<file path="config.mk">
export PLATFORM = sky130hd
export DESIGN_NAME = yuv_rgb_pipe
export DESIGN_NICKNAME = d
export VERILOG_FILES = /design/src/rtl/yrc_pkg.sv /design/src/rtl/yrc_clamp.sv /design/src/rtl/yrc_ctrl.sv /design/src/rtl/yrc_dpath.sv /design/src/rtl/yuv_rgb_pipe.sv
export SDC_FILE = /design/constraint.sdc
export NUM_CORES = 1
export LEC_CHECK = 0
export BUFFER_PORTS_ARGS = -buffer_cell sky130_fd_sc_hd__buf_2
export CORE_ASPECT_RATIO = 1.75
export CORE_MARGIN = 2
export CORE_UTILIZATION = 35
export DETAILED_ROUTE_END_ITERATION = 7
export GPL_ROUTABILITY_DRIVEN = 0
export GPL_TIMING_DRIVEN = 1
export SYNTH_ARGS = -nofsm -noshare
export SYNTH_HDL_FRONTEND = slang
export SYNTH_SLANG_ARGS = --single-unit
</file>
<file path="constraint.sdc">
create_clock -name clk -period 4.2 [get_ports clk]
set_clock_uncertainty 0.05 [all_clocks]
set_input_delay 0.21 -clock clk [delete_from_list [all_inputs] [get_ports clk]]
set_output_delay 0.21 -clock clk [all_outputs]
set_load 0.005 [all_outputs]
</file>
<file path="src/rtl/yrc_pkg.sv">
package yrc_pkg;
  localparam int PIPE_STAGES = 3;

  typedef struct packed {
    logic                   advance;
    logic [PIPE_STAGES-1:0] load;
  } yrcStrobe_t;
endpackage

</file>
<file path="src/rtl/yrc_clamp.sv">
module yrc_clamp #(
  parameter int PIX_W = 8,
  parameter int IN_W  = 19
) (
  input  logic signed [IN_W-1:0] din,
  output logic [PIX_W-1:0]       dout
);
  localparam logic signed [IN_W-1:0] MAXV = IN_W'((1 << PIX_W) - 1);

  always_comb begin
    if (din < 0)
      dout = '0;
    else if (din > MAXV)
      dout = '1;
    else
      dout = din[PIX_W-1:0];
  end
endmodule

</file>
<file path="src/rtl/yrc_ctrl.sv">
module yrc_ctrl
  import yrc_pkg::*;
(
  input  logic       clk,
  input  logic       rst,
  input  logic       inValid,
  input  logic       outReady,
  output logic       inReady,
  output logic       outValid,
  output yrcStrobe_t strobe
);
  logic [PIPE_STAGES-1:0] vld;

  assign strobe.advance = ~(vld[PIPE_STAGES-1] & ~outReady);
  assign inReady        = strobe.advance;
  assign outValid       = vld[PIPE_STAGES-1];

  genvar i;
  generate
    for (i = 0; i < PIPE_STAGES; i++) begin : g_load
      if (i == 0) begin : g_first
        assign strobe.load[i] = strobe.advance & inValid;
      end else begin : g_rest
        assign strobe.load[i] = strobe.advance & vld[i-1];
      end
    end
  endgenerate

  always_ff @(posedge clk) begin
    if (rst)
      vld <= '0;
    else if (strobe.advance)
      vld <= {vld[PIPE_STAGES-2:0], inValid};
  end

  AST_STALL_KEEP: assert property (@(posedge clk) disable iff (rst)
    (outValid && !outReady) |=> outValid);

  AST_RESET_CLEAR: assert property (@(posedge clk) disable iff (rst)
    $past(rst) |-> (!outValid && inReady));
endmodule

</file>
<file path="src/rtl/yrc_dpath.sv">
module yrc_dpath
  import yrc_pkg::*;
#(
  parameter int PIX_W  = 8,
  parameter int COEF_W = 8,
  parameter int K_RV   = 90,
  parameter int K_GU   = 22,
  parameter int K_GV   = 46,
  parameter int K_BU   = 114,
  parameter int SHIFT  = 6
) (
  input  logic             clk,
  input  logic             rst,
  input  yrcStrobe_t       strobe,
  input  logic [PIX_W-1:0] inY,
  input  logic [PIX_W-1:0] inU,
  input  logic [PIX_W-1:0] inV,
  output logic [PIX_W-1:0] outR,
  output logic [PIX_W-1:0] outG,
  output logic [PIX_W-1:0] outB
);
  localparam int CW   = PIX_W + 1;
  localparam int PW   = CW + COEF_W + 1;
  localparam int SW   = PW + 1;
  localparam int RW   = SW + 1;
  localparam int BIAS = 1 << (PIX_W - 1);
  localparam int NCH  = 3;

  localparam logic signed [COEF_W:0] C_RV = (COEF_W+1)'(K_RV);
  localparam logic signed [COEF_W:0] C_GU = (COEF_W+1)'(K_GU);
  localparam logic signed [COEF_W:0] C_GV = (COEF_W+1)'(K_GV);
  localparam logic signed [COEF_W:0] C_BU = (COEF_W+1)'(K_BU);

  // stage 1: centre chroma
  logic signed [CW-1:0] cU, cV;
  logic signed [CW-1:0] s1U, s1V;
  logic [PIX_W-1:0]     s1Y;

  always_comb begin
    cU = CW'({1'b0, inU}) - CW'(BIAS);
    cV = CW'({1'b0, inV}) - CW'(BIAS);
  end

  always_ff @(posedge clk) begin
    if (strobe.load[0]) begin
      s1Y <= inY;
      s1U <= cU;
      s1V <= cV;
    end
  end

  // stage 2: constant products
  logic signed [PW-1:0] mRV, mGU, mGV, mBU;
  logic [PIX_W-1:0]     s2Y;

  always_ff @(posedge clk) begin
    if (strobe.load[1]) begin
      s2Y <= s1Y;
      mRV <= PW'(s1V) * PW'(C_RV);
      mGU <= PW'(s1U) * PW'(C_GU);
      mGV <= PW'(s1V) * PW'(C_GV);
      mBU <= PW'(s1U) * PW'(C_BU);
    end
  end

  // stage 3: sum, shift, add luma, clamp
  logic signed [SW-1:0] sumG;
  logic signed [RW-1:0] yExt;
  logic signed [RW-1:0] raw [NCH];
  logic [PIX_W-1:0]     clampd [NCH];

  always_comb begin
    sumG   = SW'(mGU) + SW'(mGV);
    yExt   = RW'($signed({1'b0, s2Y}));
    raw[0] = yExt + RW'(mRV >>> SHIFT);
    raw[1] = yExt - RW'(sumG >>> SHIFT);
    raw[2] = yExt + RW'(mBU >>> SHIFT);
  end

  genvar ch;
  generate
    for (ch = 0; ch < NCH; ch++) begin : g_clamp
      yrc_clamp #(.PIX_W(PIX_W), .IN_W(RW)) u_clamp (
        .din (raw[ch]),
        .dout(clampd[ch])
      );
    end
  endgenerate

  always_ff @(posedge clk) begin
    if (strobe.load[2]) begin
      outR <= clampd[0];
      outG <= clampd[1];
      outB <= clampd[2];
    end
  end

  AST_CHROMA_CENTRE: assert property (@(posedge clk) disable iff (rst)
    (strobe.load[0] && inU == PIX_W'(BIAS)) |=> (s1U == 0));

  AST_RED_SIGN: assert property (@(posedge clk) disable iff (rst)
    (strobe.load[1] && s1V < 0) |=> (mRV < 0));

  AST_BLUE_SIGN: assert property (@(posedge clk) disable iff (rst)
    (strobe.load[1] && s1U > 0) |=> (mBU > 0));

  AST_STALL_HOLD: assert property (@(posedge clk) disable iff (rst)
    !strobe.advance |=> ($stable(outR) && $stable(outG) && $stable(outB)));
endmodule

</file>
<file path="src/rtl/yuv_rgb_pipe.sv">
module yuv_rgb_pipe
  import yrc_pkg::*;
#(
  parameter int PIX_W  = 8,
  parameter int COEF_W = 8,
  parameter int K_RV   = 90,
  parameter int K_GU   = 22,
  parameter int K_GV   = 46,
  parameter int K_BU   = 114,
  parameter int SHIFT  = 6
) (
  input  logic             clk,
  input  logic             rst,
  input  logic             inValid,
  output logic             inReady,
  input  logic [PIX_W-1:0] inY,
  input  logic [PIX_W-1:0] inU,
  input  logic [PIX_W-1:0] inV,
  output logic             outValid,
  input  logic             outReady,
  output logic [PIX_W-1:0] outR,
  output logic [PIX_W-1:0] outG,
  output logic [PIX_W-1:0] outB
);
  yrcStrobe_t strobe;

  yrc_ctrl u_ctrl (
    .clk     (clk),
    .rst     (rst),
    .inValid (inValid),
    .outReady(outReady),
    .inReady (inReady),
    .outValid(outValid),
    .strobe  (strobe)
  );

  yrc_dpath #(
    .PIX_W (PIX_W),
    .COEF_W(COEF_W),
    .K_RV  (K_RV),
    .K_GU  (K_GU),
    .K_GV  (K_GV),
    .K_BU  (K_BU),
    .SHIFT (SHIFT)
  ) u_dpath (
    .clk   (clk),
    .rst   (rst),
    .strobe(strobe),
    .inY   (inY),
    .inU   (inU),
    .inV   (inV),
    .outR  (outR),
    .outG  (outG),
    .outB  (outB)
  );
endmodule

</file>
After elaboration in Yosys (flattened, before gate mapping)

Cells that the tools add are included.

$add $sub $neg: 6
$mul: 4
Magnitude comparators: 6
Muxes and demuxes: 3
Bitwise logic cells: 6

Operators with widths:

| kind                 | count |
|---|---|
| $mul 9x7->16 const B | 2 |
| $add 9x11->12        | 2 |
| $gt 12x9->1 const B  | 2 |
| $lt 12x1->1 const B  | 2 |
| $mux 8               | 3 |
| $sub 8x8->9 const B  | 2 |
| $add 15x16->17       | 1 |
| $mul 9x6->15 const B | 1 |
| $gt 14x9->1 const B  | 1 |
| $lt 14x1->1 const B  | 1 |
| $mul 9x5->14 const B | 1 |
| $sub 9x11->12        | 1 |
| $and 1x1->1          | 4 |
| $not 1->1            | 2 |

Register bits after elaboration: 122
Bits of input ports: 28
Logic and storage cells: 37

Logic depth before layout (Yosys ltp)

Gate-level depths: netlist of run 1.

Word-level depth: 4
Gate-level depth with buffers: 17
Gate-level depth less buffers: 17

Modules after synthesis

Synthesis of run 1 repeated with hierarchy kept, for this count alone.

Cell total of the unflattened synthesis: 791
Area, all modules: 8,838.5 um^2

By module, submodules not included:

| module    | instances | cells an instance | area each (um^2) | sequential area each (um^2) |
|---|---|---|---|---|
| yrc_dpath | 1         | 715               | 8,247.9          | 3,213.1 |
| yrc_clamp | 3         | 20                | 142.6            | 0.0 |
| yrc_ctrl  | 1         | 16                | 162.7            | 60.1 |

Worst setup path after synthesis of run 1

OpenSTA, ideal clock, no wires.

Kind: reg2reg
Start point: register u_dpath.s1V[3]
End point: register u_dpath.mRV[15] (data pin)
Library setup time: 266 ps
Data arrival time: 3,851 ps
Data required time: 3,884 ps
Path slack: 33 ps
Cell stages (with the launch flop): 16
Path buffers: 0
Clock period less this slack: 4,167 ps
Cell sequence: edfxtp_1 ha_1 ha_1 inv_1 fa_1 fa_1 inv_1 ha_1 or3_1 o221a_2 a41o_1 o21ai_1 a21boi_1 o21a_1 o21ai_1 xnor2_1

Longest elaborated chain between the ends: 1

Ends and longest elaborated chain:

| item                   | RTL line        | text |
|---|---|---|
| start, declared        | yrc_dpath.sv:36 | `logic signed [CW-1:0] s1U, s1V;` |
| start signal, assigned | yrc_dpath.sv:48 | `s1V <= cV;` |
| $mul 9x7->16           | yrc_dpath.sv:59 | `mRV <= PW'(s1V) * PW'(C_RV);` |
| end signal, assigned   | yrc_dpath.sv:59 |  |
| end, declared          | yrc_dpath.sv:53 | `logic signed [PW-1:0] mRV, mGU, mGV, mBU;` |

No other way between the ends.
A chain may end at the register's enable or synchronous reset.

Worst setup path in the final report of run 1

Same ends and word-level chain as after synthesis.

==> results.rst, run 1 <==
.. list-table::
   :header-rows: 1

   * - Metric
     - Value
   * - Number of vias after detailed routing
     - 5588
   * - Hold WC Path Type
     - in -> reg
   * - Fraction of final layout cells sized beyond drive strength 1
     - 15.0%
   * - Average via count per standard cell
     - 4.69
   * - Number of cells traversed by the worst hold path
     - 2
   * - Wire length of the first global-routing pass
     - 26.8 mm
   * - Yosys warning total
     - 0
   * - Maximum clock insertion buffer count
     - 2
   * - Number of remaining DRC errors
     - 0
   * - Antenna-violating nets left
     - 0
   * - Max-cap violations
     - 0
   * - Sum Neg Setup Slack
     - 0 ns
   * - Worst flop-to-flop path startpoint
     - u_dpath.s1V[3]
   * - Largest delay share family, worst path
     - adder cells
   * - Slew at the pin with the worst max-slew slack
     - 0.743 ns
   * - Net count after synthesis
     - 962
   * - Number of filler cells placed in the layout
     - 2267
   * - Leftover overflow at the end of global routing
     - 0
   * - Summed instance area of the synthesized netlist
     - 8610 um^2
   * - All-Layer GR Usage
     - 13.4%
   * - Worst IR Drop VDD
     - 0.000237 V
   * - Antenna cell count
     - 0
   * - Slowest Stage Delay on Critical Path
     - 0.51 ns
   * - Die area
     - 25900 um^2
   * - Critical path fanouts, max
     - 5
   * - Worst path cell trace
     - buf_4 > ha_1 > ha_1 > inv_1 > fa_1 > fa_1 > inv_1 > ha_2 > or3_4 > o221a_4 > a41o_1 > o21ai_2 > a21boi_2 > o21a_1 > o21ai_2 > xnor2_1
   * - Area growth, synth to finish
     - 17.2%
   * - Endpoint arrival time on the critical path
     - 4.12 ns
   * - Antenna violations before repair
     - 0
   * - Portion of the clock cycle consumed by the worst path in the final layout
     - 96.4%
   * - Headroom to the max-slew limit
     - 50.5%
   * - TritonCTS clock tree
     - done
   * - Cells on worst reg2reg path
     - 16
   * - Worst min-delay path startpoint
     - inU[7]
   * - Largest net degree at the start of global routing
     - 32
   * - CP endpoint kind
     - flop
   * - Cell row count
     - 76
   * - Starting DRT DRC Count
     - 216
   * - Synthesized area per cell
     - 11.3 um^2
   * - Outcome
     - complete, no violations
   * - Min Clock Period, post-route
     - 4.05 ns
   * - Core Region
     - 24400 um^2
   * - Clock net sink count
     - 110
   * - Clock transition at the register clock pins on the worst setup and hold paths after CTS
     - 0.08 ns
   * - Max frequency
     - 247 MHz
   * - Proportion of synthesized chip area in sequential cells
     - 38.0%
   * - Worst Hold End
     - u_dpath.s1U[7]
   * - Die W
     - 123 um
   * - Endpoint of the worst register-to-register path
     - u_dpath.mRV[15]
   * - FFs w/ async S/R, synth
     - 0%
   * - Count of flip-flops with a built-in enable after synthesis
     - 107
   * - Number of buffers inserted by port buffering
     - 53
   * - Setup crit start kind
     - flop
   * - Final routed wire length divided by cell count
     - 13.5 um
   * - FF-to-FF setup slack
     - 0.15 ns
   * - Count of distinct cell types in the synthesized netlist
     - 57
   * - Power per cell area
     - 492 nW/um^2
   * - Routed wire length
     - 16.2 mm
   * - Number of global-route vias before repair
     - 5676
   * - Chip height
     - 211 um
   * - Critical path depth
     - 16
   * - Hold Fails Final Rpt
     - 0
   * - Master cell of the clock root buffer
     - clkbuf_16
   * - DPL Wire Length
     - 13.2 mm
   * - Total Nets Final
     - 1074
   * - Boundary Pins
     - 54
   * - Pre-Repair DR Iteration Count
     - 4
   * - Master of the slowest instance on the critical path
     - fa_1
   * - Num CTS Buffers
     - 9
   * - Worst skew pair latency
     - 0.37 ns
   * - Fin. max-slew vios
     - 0
   * - Starting density of the core
     - 35.2%
   * - Setup violators final
     - 0
   * - Overall power of the completed layout
     - 0.00496 W
   * - Buffers & Inverters on Critical Path
     - 3
   * - Top_reg_cell synth
     - edfxtp_1
   * - Category of the most critical setup path
     - reg -> reg
   * - Static power due to leakage
     - 4.59 nW
   * - H-tree depth
     - 3
   * - Required @ worst endpoint
     - 4.27 ns
   * - Flip-flop and latch count after synthesis
     - 110
   * - Cells after Synth
     - 763
-- power by group --
group,switching (W),total [W],internal (W)
Clock,0.000430,0.000909,0.000479
Sequential,0.0000607,0.00153,0.00146
Combinational,0.00135,0.00253,0.00118
-- through the flow --
| stage | area (um^2) | util [%] | hold WS, ns | instances | worst slack, ns |
|---|---|---|---|---|---|
| final | 10100 | 41.3 | 0.0174 | 1192 | 0.152 |
| after global routing | 10100 | 41.3 | 0.0222 | 1192 | -0.0248 |
| after CTS | 10000 | 40.9 | 0.000711 | 1190 | 0.0237 |
| after detailed placement | 9450 | 38.7 | 0.338 | 1151 | 0.00958 |
| after global placement | 9450 | 38.7 | 0.336 | 1151 | 0.101 |
| after floorplan | 8610 | - | 0.229 | 763 | 0.0331 |
-- layout by cell type, fill, tap and decap left out, types with 4 or more instances in the layout --
cell	Yosys	routed
edfxtp_1	107	107
xnor2_1	44	44
o21bai_1	7	7
xor2_1	28	27
inv_1	132	132
o21ai_1	7	7
a311oi_1	8	8
and3_2	4	4
dlygate4sd3_1	0	23
nand3_1	7	7
ha_1	126	124
a31oi_1	5	4
buf_2	0	53
or3_1	8	7
and2_1	6	5
nor2_1	38	38
fa_1	45	45
o21a_1	22	22
clkbuf_16	0	9
o21ai_0	18	15
nand2b_1	8	8
and3_1	6	6
a21oi_1	35	32
a21o_1	16	16
nand2_1	19	19
buf_4	0	28
nor2b_1	13	13
-- routing by layer --
metal	part of all wire (%)	vias to the layer above	track usage, %
met5	0	-	0
met4	5.0	0	7.37
met3	2.4	35	2.29
met2	57	63	26.2
met1	35	2623	12.8
li1	-	2867	-
-- synth_stat cells (all sizes together), types with 4 or more instances --
library cell | n | area (um^2)
o21ai | 25 | 125
a311oi | 8 | 70.1
a21oi | 36 | 191
nor2b | 13 | 81.3
edfxtp | 107 | 3210
a211oi | 4 | 35.0
nand3 | 7 | 35.0
xor2 | 29 | 262
xnor2 | 44 | 385
a21o | 18 | 138
or3 | 9 | 57.6
a31oi | 6 | 52.6
ha | 126 | 1580
o21bai | 7 | 52.6
nor3 | 4 | 20.0
fa | 45 | 901
and2 | 6 | 37.5
and3 | 10 | 67.6
nor2 | 38 | 143
o21a | 22 | 165
nand2 | 20 | 77.6
nand2b | 8 | 50.1
inv | 132 | 495
-- worst max-delay path by stage --
| stage | startpoint | endpoint |
|---|---|---|
| after floorplan | u_dpath.s1V[3] | u_dpath.mRV[15] |
| after global placement | u_dpath.s1V[3] | u_dpath.mRV[15] |
| after detailed placement | u_dpath.s1V[3] | u_dpath.mRV[15] |
| after CTS | u_dpath.s1U[1] | u_dpath.mBU[15] |
| after global routing | u_dpath.mGV[3] | u_dpath.outG[2] |
| final | u_dpath.s1V[3] | u_dpath.mRV[15] |
-- repair_timing --
item                                    4_1_cts  5_1_grt
resized for setup                             2       16
endpoints found under the setup margin        1       13
setup buffers                                 0        2
pin swaps                                     0        7
hold buffers                                 23        0
hold endpoints to repair                     25        0
-- area by class of cell --
class                      count  area (um^2)  area share [%]
timing repair buffer         104          706            6.99
tap                          312          390            3.87
multi-input combinational    518         4910            48.7
inverter                     132          495            4.91
clock buffer                   9          225            2.23
clock inverter                 7         87.6           0.868
sequential                   110         3270            32.4
-- flip-flops by register name, indices dropped and copies added, names as in the netlist, 11 cells and up --
signal,count
u_dpath.mGU,14
u_dpath.mGV,14
u_dpath.mRV,12
u_dpath.mBU,11
-- logic make-up after synthesis --
logic type / Yosys count / share of synthesized area [%]
fa+ha+maj: 171 / 28.8
compound gates: 146 / 12.0
buf+inv: 135 / 5.88
simple gates: 125 / 7.45
flops: 110 / 38.0
xor+xnor: 73 / 7.51
mux: 3 / 0.392
Power figures use the tool's default switching activity.
==> run 2, diff against run 1 <==
==> constraint.sdc (replaced) <==
create_clock -name clk -period 4.15 [get_ports clk]
set_clock_uncertainty 0.05 [all_clocks]
set_input_delay 0.2075 -clock clk [delete_from_list [all_inputs] [get_ports clk]]
set_output_delay 0.2075 -clock clk [all_outputs]
set_load 0.005 [all_outputs]
==> run 2 against run 1 <==
  * Critical path depth is 1 lower
  * Final cell count is 0.17% higher
  * Power is 2.4% higher
  * Core utilization is 0.11 points higher
  * Non-clock buffer count is 2 higher
  * Critical endpoint unchanged
==> results.rst, run 2 (synthesis results as in run 1) <==
.. list-table::
   :header-rows: 1

   * - Metric
     - Value
   * - FF-to-FF setup slack
     - 0.12 ns (-0.03 ns)
   * - Antenna violations before repair
     - 0 (unchanged)
   * - TritonCTS clock tree
     - done
   * - Clock net sink count
     - 110 (unchanged)
   * - All-Layer GR Usage
     - 14.0% (+0.64 points)
   * - Setup crit start kind
     - flop
   * - Max frequency
     - 248 MHz (+0.53%)
   * - Number of vias after detailed routing
     - 5625 (+0.66%)
   * - Leftover overflow at the end of global routing
     - 0 (unchanged)
   * - Boundary Pins
     - 54 (unchanged)
   * - Slew at the pin with the worst max-slew slack
     - 0.964 ns (+0.221 ns)
   * - Static power due to leakage
     - 4.60 nW (+0.27%)
   * - Antenna-violating nets left
     - 0 (unchanged)
   * - Die area
     - 25900 um^2 (unchanged)
   * - Hold WC Path Type
     - in -> reg
   * - Final routed wire length divided by cell count
     - 14.0 um (+3.3%)
   * - Number of placed instances with taps included
     - 1151 (unchanged)
   * - Outcome
     - complete, no violations
   * - Worst flop-to-flop path startpoint
     - u_dpath.s1V[3]
   * - Maximum clock insertion buffer count
     - 2 (unchanged)
   * - Pre-Repair DR Iteration Count
     - 4 (unchanged)
   * - Cell row count
     - 76 (unchanged)
   * - Endpoint of the worst register-to-register path
     - u_dpath.mRV[15]
   * - Post-route insts no fill
     - 1194 (+0.17%)
   * - Switching Share
     - 36.5% (-0.61 points)
   * - Fraction of power consumed by sequential logic
     - 30.4% (-0.3 points)
   * - P_sw
     - 0.00185 W (+0.76%)
   * - Max-cap violations
     - 0 (unchanged)
   * - Portion of the clock cycle consumed by the worst path in the final layout
     - 97.0% (+0.65 points)
   * - Largest net degree at the start of global routing
     - 43 (+34%)
   * - Wire length of the first global-routing pass
     - 28.0 mm (+4.5%)
   * - Total Nets Final
     - 1076 (+0.19%)
   * - Cells on worst reg2reg path
     - 15 (-1)
   * - Most frequent cells in the layout
     - inv_1 (132), ha_1 (124), edfxtp_1 (107)
   * - Routed wire length
     - 16.7 mm (+3.5%)
   * - Critical path fanouts, max
     - 4 (-1)
   * - Category of the most critical setup path
     - reg -> reg
   * - Power per cell area
     - 502 nW/um^2 (+2.2%)
   * - Num CTS Buffers
     - 9 (unchanged)
   * - Starting density of the core
     - 35.2% (unchanged)
   * - Number of cells traversed by the worst hold path
     - 2 (unchanged)
   * - Area growth, synth to finish
     - 17.5%
   * - Internal Power
     - 0.00323 W (+3.4%)
   * - Worst IR Drop VDD
     - 0.000242 V (+2.1%)
   * - Chip height
     - 211 um (unchanged)
   * - Hold Fails Final Rpt
     - 0 (unchanged)
   * - Setup violators final
     - 0 (unchanged)
   * - Starting DRT DRC Count
     - 230 (+6.5%)
   * - H-tree depth
     - 3 (unchanged)
   * - Number of global-route vias before repair
     - 5877 (+3.5%)
   * - Number of buffers inserted by port buffering
     - 53 (unchanged)
   * - RSZ-0062 raised after global routing
     - true
   * - Min Clock Period, post-route
     - 4.03 ns (-0.0214 ns)
   * - Post-route core utilization
     - 41.4% (+0.11 points)
   * - Commonest non-fill, non-tap cell in the layout
     - inv_1
   * - Die W
     - 123 um (unchanged)
   * - Fin. max-slew vios
     - 0 (unchanged)
   * - Largest registers
     - u_dpath.mGU (14), u_dpath.mGV (14), u_dpath.mRV (12)
   * - Worst Hold End
     - u_dpath.s1V[7]
   * - Required @ worst endpoint
     - 4.21 ns (-0.06 ns)
   * - Core Region
     - 24400 um^2 (unchanged)
   * - Fraction of final layout cells sized beyond drive strength 1
     - 15.3% (+0.31 points)
   * - DPL Wire Length
     - 13.4 mm (+1.4%)
   * - Endpoint arrival time on the critical path
     - 4.08 ns (-0.04 ns)
   * - Number of remaining DRC errors
     - 0 (unchanged)
   * - Worst min-delay path startpoint
     - inV[7]
   * - Worst skew pair latency
     - 0.37 ns (about the same)
   * - CP endpoint kind
     - flop
   * - Average via count per standard cell
     - 4.71 (+0.49%)
   * - Clock transition at the register clock pins on the worst setup and hold paths after CTS
     - 0.07 ns (about the same)
   * - Number of filler cells placed in the layout
     - 2296 (+1.3%)
   * - Antenna cell count
     - 0 (unchanged)
   * - Comb pwr share
     - 50.9% (about the same)
   * - Master cell of the clock root buffer
     - clkbuf_16
   * - Clock power frac
     - 18.7% (+0.4 points)
   * - Headroom to the max-slew limit
     - 35.8% (-15 points)
-- run 2: timing repair --
item                                    in CTS  in global routing
setup buffers                                0                  4
gates cloned                                 0                  0
hold buffers                                23                  0
pin swaps                                    3                 11
resized for setup                            1                 15
hold endpoints to repair                    25                  0
endpoints found under the setup margin       1                 13
-- run 2: worst max path at each step --
| stage | slack (ns) | endpoint | cells after the start | from |
|---|---|---|---|---|
| 4_1_cts | 0.004 | u_dpath.mBU[15] | 17 | u_dpath.s1U[1] |
| 3_5_place_dp | -0.02 | u_dpath.mRV[15] | 15 | u_dpath.s1V[3] |
| 6_report | 0.12 | u_dpath.mRV[15] | 15 | u_dpath.s1V[3] |
| 3_3_place_gp | 0.08 | u_dpath.mRV[15] | 15 | u_dpath.s1V[3] |
| 5_1_grt | -0.05 | u_dpath.mBU[15] | 17 | u_dpath.s1U[1] |
| 2_1_floorplan | 0.04 | u_dpath.mRV[15] | 15 | u_dpath.s1V[3] |
-- run 2: power groups by stage --
stage | clock network (W) | logic, W | registers, W
finish | 0.000948 | 0.00259 | 0.00155
global placement | 0 | 0.00245 | 0.00157
CTS | 0.000991 | 0.00254 | 0.00155
detailed placement | 0 | 0.00251 | 0.00157
global route | 0.00102 | 0.00297 | 0.00156
floorplan | 0 | 0.00196 | 0.00156
-- run 2: layout make-up --
cell class | instances | area [um^2] | share of cell area [%]
multi-input cells | 518 | 4920 | 48.6
flip-flops and latches | 110 | 3270 | 32.3
repair buffers | 106 | 721 | 7.12
inverters | 132 | 495 | 4.90
well taps | 312 | 390 | 3.86
clock buffers | 9 | 225 | 2.23
clock inverters | 7 | 97.6 | 0.965
-- run 2: per-layer routing --
layer / up-vias / share of wire (%) / track usage [%]
met2: 66 / 58 / 27.7
li1: 2869 / - / -
met1: 2655 / 36 / 13.6
met4: 0 / 4.1 / 7.25
met3: 35 / 1.8 / 2.07
met5: - / 0 / 0
-- run 2: per-stage QoR --
step                total power, W  hold WS (ns)  worst slack [ns]  instance area [um^2]  TNS [ns]
floorplan                  0.00352         0.227            0.0354                  8620         0
detailed placement         0.00408         0.336           -0.0217                  9460   -0.0217
global route               0.00555        0.0305           -0.0549                 10100   -0.0855
finish                     0.00508        0.0275             0.123                 10100         0
CTS                        0.00508       0.00727           0.00449                 10000         0
global placement           0.00403         0.334            0.0770                  9460         0
-- run 2: worst max-delay path, cell delays in order, from the launching register on --
cell and delay [ns]:
edfxtp_1 0.43, ha_1 0.32, ha_1 0.27, inv_1 0.05
fa_1 0.47, fa_1 0.49, inv_1 0.04, ha_2 0.19
or3_4 0.33, o221a_4 0.23, a41o_1 0.21, o21ai_2 0.15
a21boi_2 0.10, o21a_1 0.21, o21ai_2 0.14, xnor2_1 0.08
==> run 3, diff against run 2 <==
--- a/config.mk
+++ b/config.mk
@@ -6,12 +6,15 @@
 export NUM_CORES = 1
 export LEC_CHECK = 0
 export BUFFER_PORTS_ARGS = -buffer_cell sky130_fd_sc_hd__buf_2
+export CAP_MARGIN = 20
 export CORE_ASPECT_RATIO = 1.75
 export CORE_MARGIN = 2
 export CORE_UTILIZATION = 35
+export CTS_CLUSTER_DIAMETER = 80
 export DETAILED_ROUTE_END_ITERATION = 7
 export GPL_ROUTABILITY_DRIVEN = 0
 export GPL_TIMING_DRIVEN = 1
+export HOLD_SLACK_MARGIN = 0.1
 export SYNTH_ARGS = -nofsm -noshare
 export SYNTH_HDL_FRONTEND = slang
 export SYNTH_SLANG_ARGS = --single-unit
==> run 3 against run 2 <==
  * Clock-buffer cell count is the same
  * Via count increased by 0.18%
  * Non-clock buffer count grew 3
  * Clock power hardly changed
  * Design area up 0.30%
  * Setup slack barely moved
  * Sequential power about the same
  * Routed wire length about the same
  * Maximum frequency about the same
  * Critical path type unchanged
  * Critical endpoint unchanged
  * Highest routed layer unchanged
==> results.rst, run 3 (synthesis results as in run 1) <==
.. list-table::
   :header-rows: 1

   * - Metric
     - Value
   * - All-Layer GR Usage
     - 14.0% (about the same)
   * - Worst IR Drop VDD
     - 0.000242 V (about the same)
   * - Hold Fails Final Rpt
     - 0 (unchanged)
   * - Final routed wire length divided by cell count
     - 14.0 um (-0.23%)
   * - H-tree depth
     - 3 (unchanged)
   * - Starting DRT DRC Count
     - 225 (-2.2%)
   * - Fraction of final layout cells sized beyond drive strength 1
     - 15.3% (-0.052 points)
   * - Cell row count
     - 76 (unchanged)
   * - Slew at the pin with the worst max-slew slack
     - 0.962 ns (-0.00144 ns)
   * - Max frequency
     - 248 MHz (about the same)
   * - Setup crit start kind
     - flop
   * - Critical path fanouts, max
     - 4 (unchanged)
   * - Average via count per standard cell
     - 4.71 (about the same)
   * - Highest routed metal layer
     - met4
   * - Outcome
     - complete, no violations
   * - Final worst setup slack
     - 0.123 ns (-0.000133 ns)
   * - Number of remaining DRC errors
     - 0 (unchanged)
   * - Die W
     - 123 um (unchanged)
   * - Routed wire length
     - 16.7 mm (about the same)
   * - Number of vias after detailed routing
     - 5635 (+0.18%)
   * - Required @ worst endpoint
     - 4.21 ns (about the same)
   * - First element of the critical path
     - u_dpath.s1V[3]
   * - Starting density of the core
     - 35.2% (unchanged)
   * - Boundary Pins
     - 54 (unchanged)
   * - Number of global-route vias before repair
     - 5877 (unchanged)
   * - Antenna cell count
     - 0 (unchanged)
   * - Met3 routed WL
     - 301 um (+0.67%)
   * - Number of placed instances with taps included
     - 1151 (unchanged)
   * - Clock net sink count
     - 110 (unchanged)
   * - Most frequent cells in the layout
     - inv_1 (132), ha_1 (124), edfxtp_1 (107)
   * - Total Nets Final
     - 1079 (+0.28%)
   * - Clock transition at the register clock pins on the worst setup and hold paths after CTS
     - 0.07 ns (about the same)
   * - Largest registers
     - u_dpath.mGU (14), u_dpath.mGV (14), u_dpath.mRV (12)
   * - Portion of the clock cycle consumed by the worst path in the final layout
     - 97.0% (about the same)
   * - Num CTS Buffers
     - 9 (unchanged)
   * - Commonest non-fill, non-tap cell in the layout
     - inv_1
   * - Number of buffers inserted by port buffering
     - 53 (unchanged)
   * - Comb pwr share
     - 50.9% (about the same)
   * - Clock power frac
     - 18.6% (about the same)
   * - Die area
     - 25900 um^2 (unchanged)
   * - Post-route insts no fill
     - 1197 (+0.25%)
   * - Pre-CTS setup slack
     - -0.0217 ns (unchanged)
   * - Antenna violations before repair
     - 0 (unchanged)
   * - Detailed-routing wirelength on met1
     - 6.08 mm (+0.13%)
   * - Internal Power
     - 0.00323 W (about the same)
   * - Power per cell area
     - 501 nW/um^2 (-0.26%)
   * - Worst skew pair latency
     - 0.37 ns (about the same)
   * - Leftover overflow at the end of global routing
     - 0 (unchanged)
   * - Detailed-routed wire length on met2
     - 9.66 mm (about the same)
   * - Min Clock Period, post-route
     - 4.03 ns (+0.000133 ns)
   * - P_sw
     - 0.00185 W (about the same)
   * - TritonCTS clock tree
     - done
   * - Worst min-delay path startpoint
     - outReady
   * - Total placed instance area
     - 9460 um^2 (unchanged)
   * - Endpoint arrival time on the critical path
     - 4.08 ns (about the same)
   * - Fin. max-slew vios
     - 0 (unchanged)
   * - Antenna-violating nets left
     - 0 (unchanged)
   * - CP endpoint kind
     - flop
   * - DPL Wire Length
     - 13.4 mm (unchanged)
   * - Chip height
     - 211 um (unchanged)
   * - Headroom to the max-slew limit
     - 35.9% (+0.096 points)
   * - Maximum clock insertion buffer count
     - 2 (unchanged)
   * - Pre-Repair DR Iteration Count
     - 4 (unchanged)
   * - Hold WC Path Type
     - in -> reg
   * - Master cell of the clock root buffer
     - clkbuf_16
   * - Fraction of power consumed by sequential logic
     - 30.4% (about the same)
   * - Setup violators final
     - 0 (unchanged)
   * - Worst flop-to-flop path startpoint
     - u_dpath.s1V[3]
   * - Core Region
     - 24400 um^2 (unchanged)
   * - Category of the most critical setup path
     - reg -> reg
   * - Wire length of the first global-routing pass
     - 28.0 mm (about the same)
   * - Static power due to leakage
     - 4.61 nW (+0.27%)
   * - Area of all placed cells without fillers
     - 10100 um^2 (+0.30%)
   * - Area growth, synth to finish
     - 17.9%
   * - Switching Share
     - 36.4% (about the same)
   * - Largest net degree at the start of global routing
     - 43 (unchanged)
   * - Post-route core utilization
     - 41.5% (+0.12 points)
   * - Overall power of the completed layout
     - 0.00508 W (about the same)
   * - Max-cap violations
     - 0 (unchanged)
   * - RSZ-0062 raised after global routing
     - true
## run 3: changes by cell type in the layout (fill, tap and decap cells not counted)
| cell | delta |
|---|---|
| dlygate4sd3_1 | +3 |
## run 3: worst paths after layout
| check | endpoint | slack, ns | cells after the start |
|---|---|---|---|
| setup reg to reg | u_dpath.mRV[15] | 0.12 | 15 |
| setup / recovery | u_dpath.mRV[15] | 0.12 | 15 |
| hold reg to reg | u_dpath.s2Y[3] | 0.38 | 0 |
| hold / removal | u_ctrl.vld[2] | 0.24 | 3 |
## run 3: critical path: stages (launching register included)
cell and delay, ns:
edfxtp_1 0.43, ha_1 0.32, ha_1 0.27, inv_1 0.05, fa_1 0.47, fa_1 0.49, inv_1 0.04, ha_2 0.19
or3_4 0.33, o221a_4 0.23, a41o_1 0.21, o21ai_2 0.15, a21boi_2 0.10, o21a_1 0.21, o21ai_2 0.14, xnor2_1 0.08
## run 3: repair_timing
item / CTS / global route
buffers inserted: 0 / 4
resized for setup: 1 / 15
endpoints found under the hold margin: 27 / 0
endpoints found under the setup margin: 1 / 13
hold buffers: 26 / 0
pin swaps: 3 / 11
## run 3: through the flow
stage	hold slack, ns	setup TNS, ns
3_3_place_gp	0.334	0
4_1_cts	0.217	0
5_1_grt	0.264	-0.0868
2_1_floorplan	0.227	0
3_5_place_dp	0.336	-0.0217
6_report	0.241	0
## run 3: layout make-up
| class | instances | area [um^2] |
|---|---|---|
| Multi-Input combinational cell | 518 | 4920 |
| Clock inverter | 7 | 97.6 |
| Sequential cell | 110 | 3270 |
| Inverter | 132 | 495 |
| Fill cell | 2293 | 14300 |
| Tap cell | 312 | 390 |
| Clock buffer | 9 | 225 |
| Timing Repair Buffer | 109 | 751 |
## run 3: power groups by stage
stage               clock (W)  sequential, W  combinational (W)
floorplan                   0        0.00156            0.00196
global placement            0        0.00157            0.00245
detailed placement          0        0.00157            0.00251
CTS                  0.000991        0.00155            0.00254
global route          0.00102        0.00156            0.00297
finish               0.000948        0.00155            0.00259
## run 3: layer usage
| metal | global-route usage, % | vias up |
|---|---|---|
| met4 | 7.25 | 0 |
| met3 | 2.07 | 35 |
| li1 | - | 2875 |
| met2 | 27.7 | 66 |
| met5 | 0 | - |
| met1 | 13.6 | 2659 |
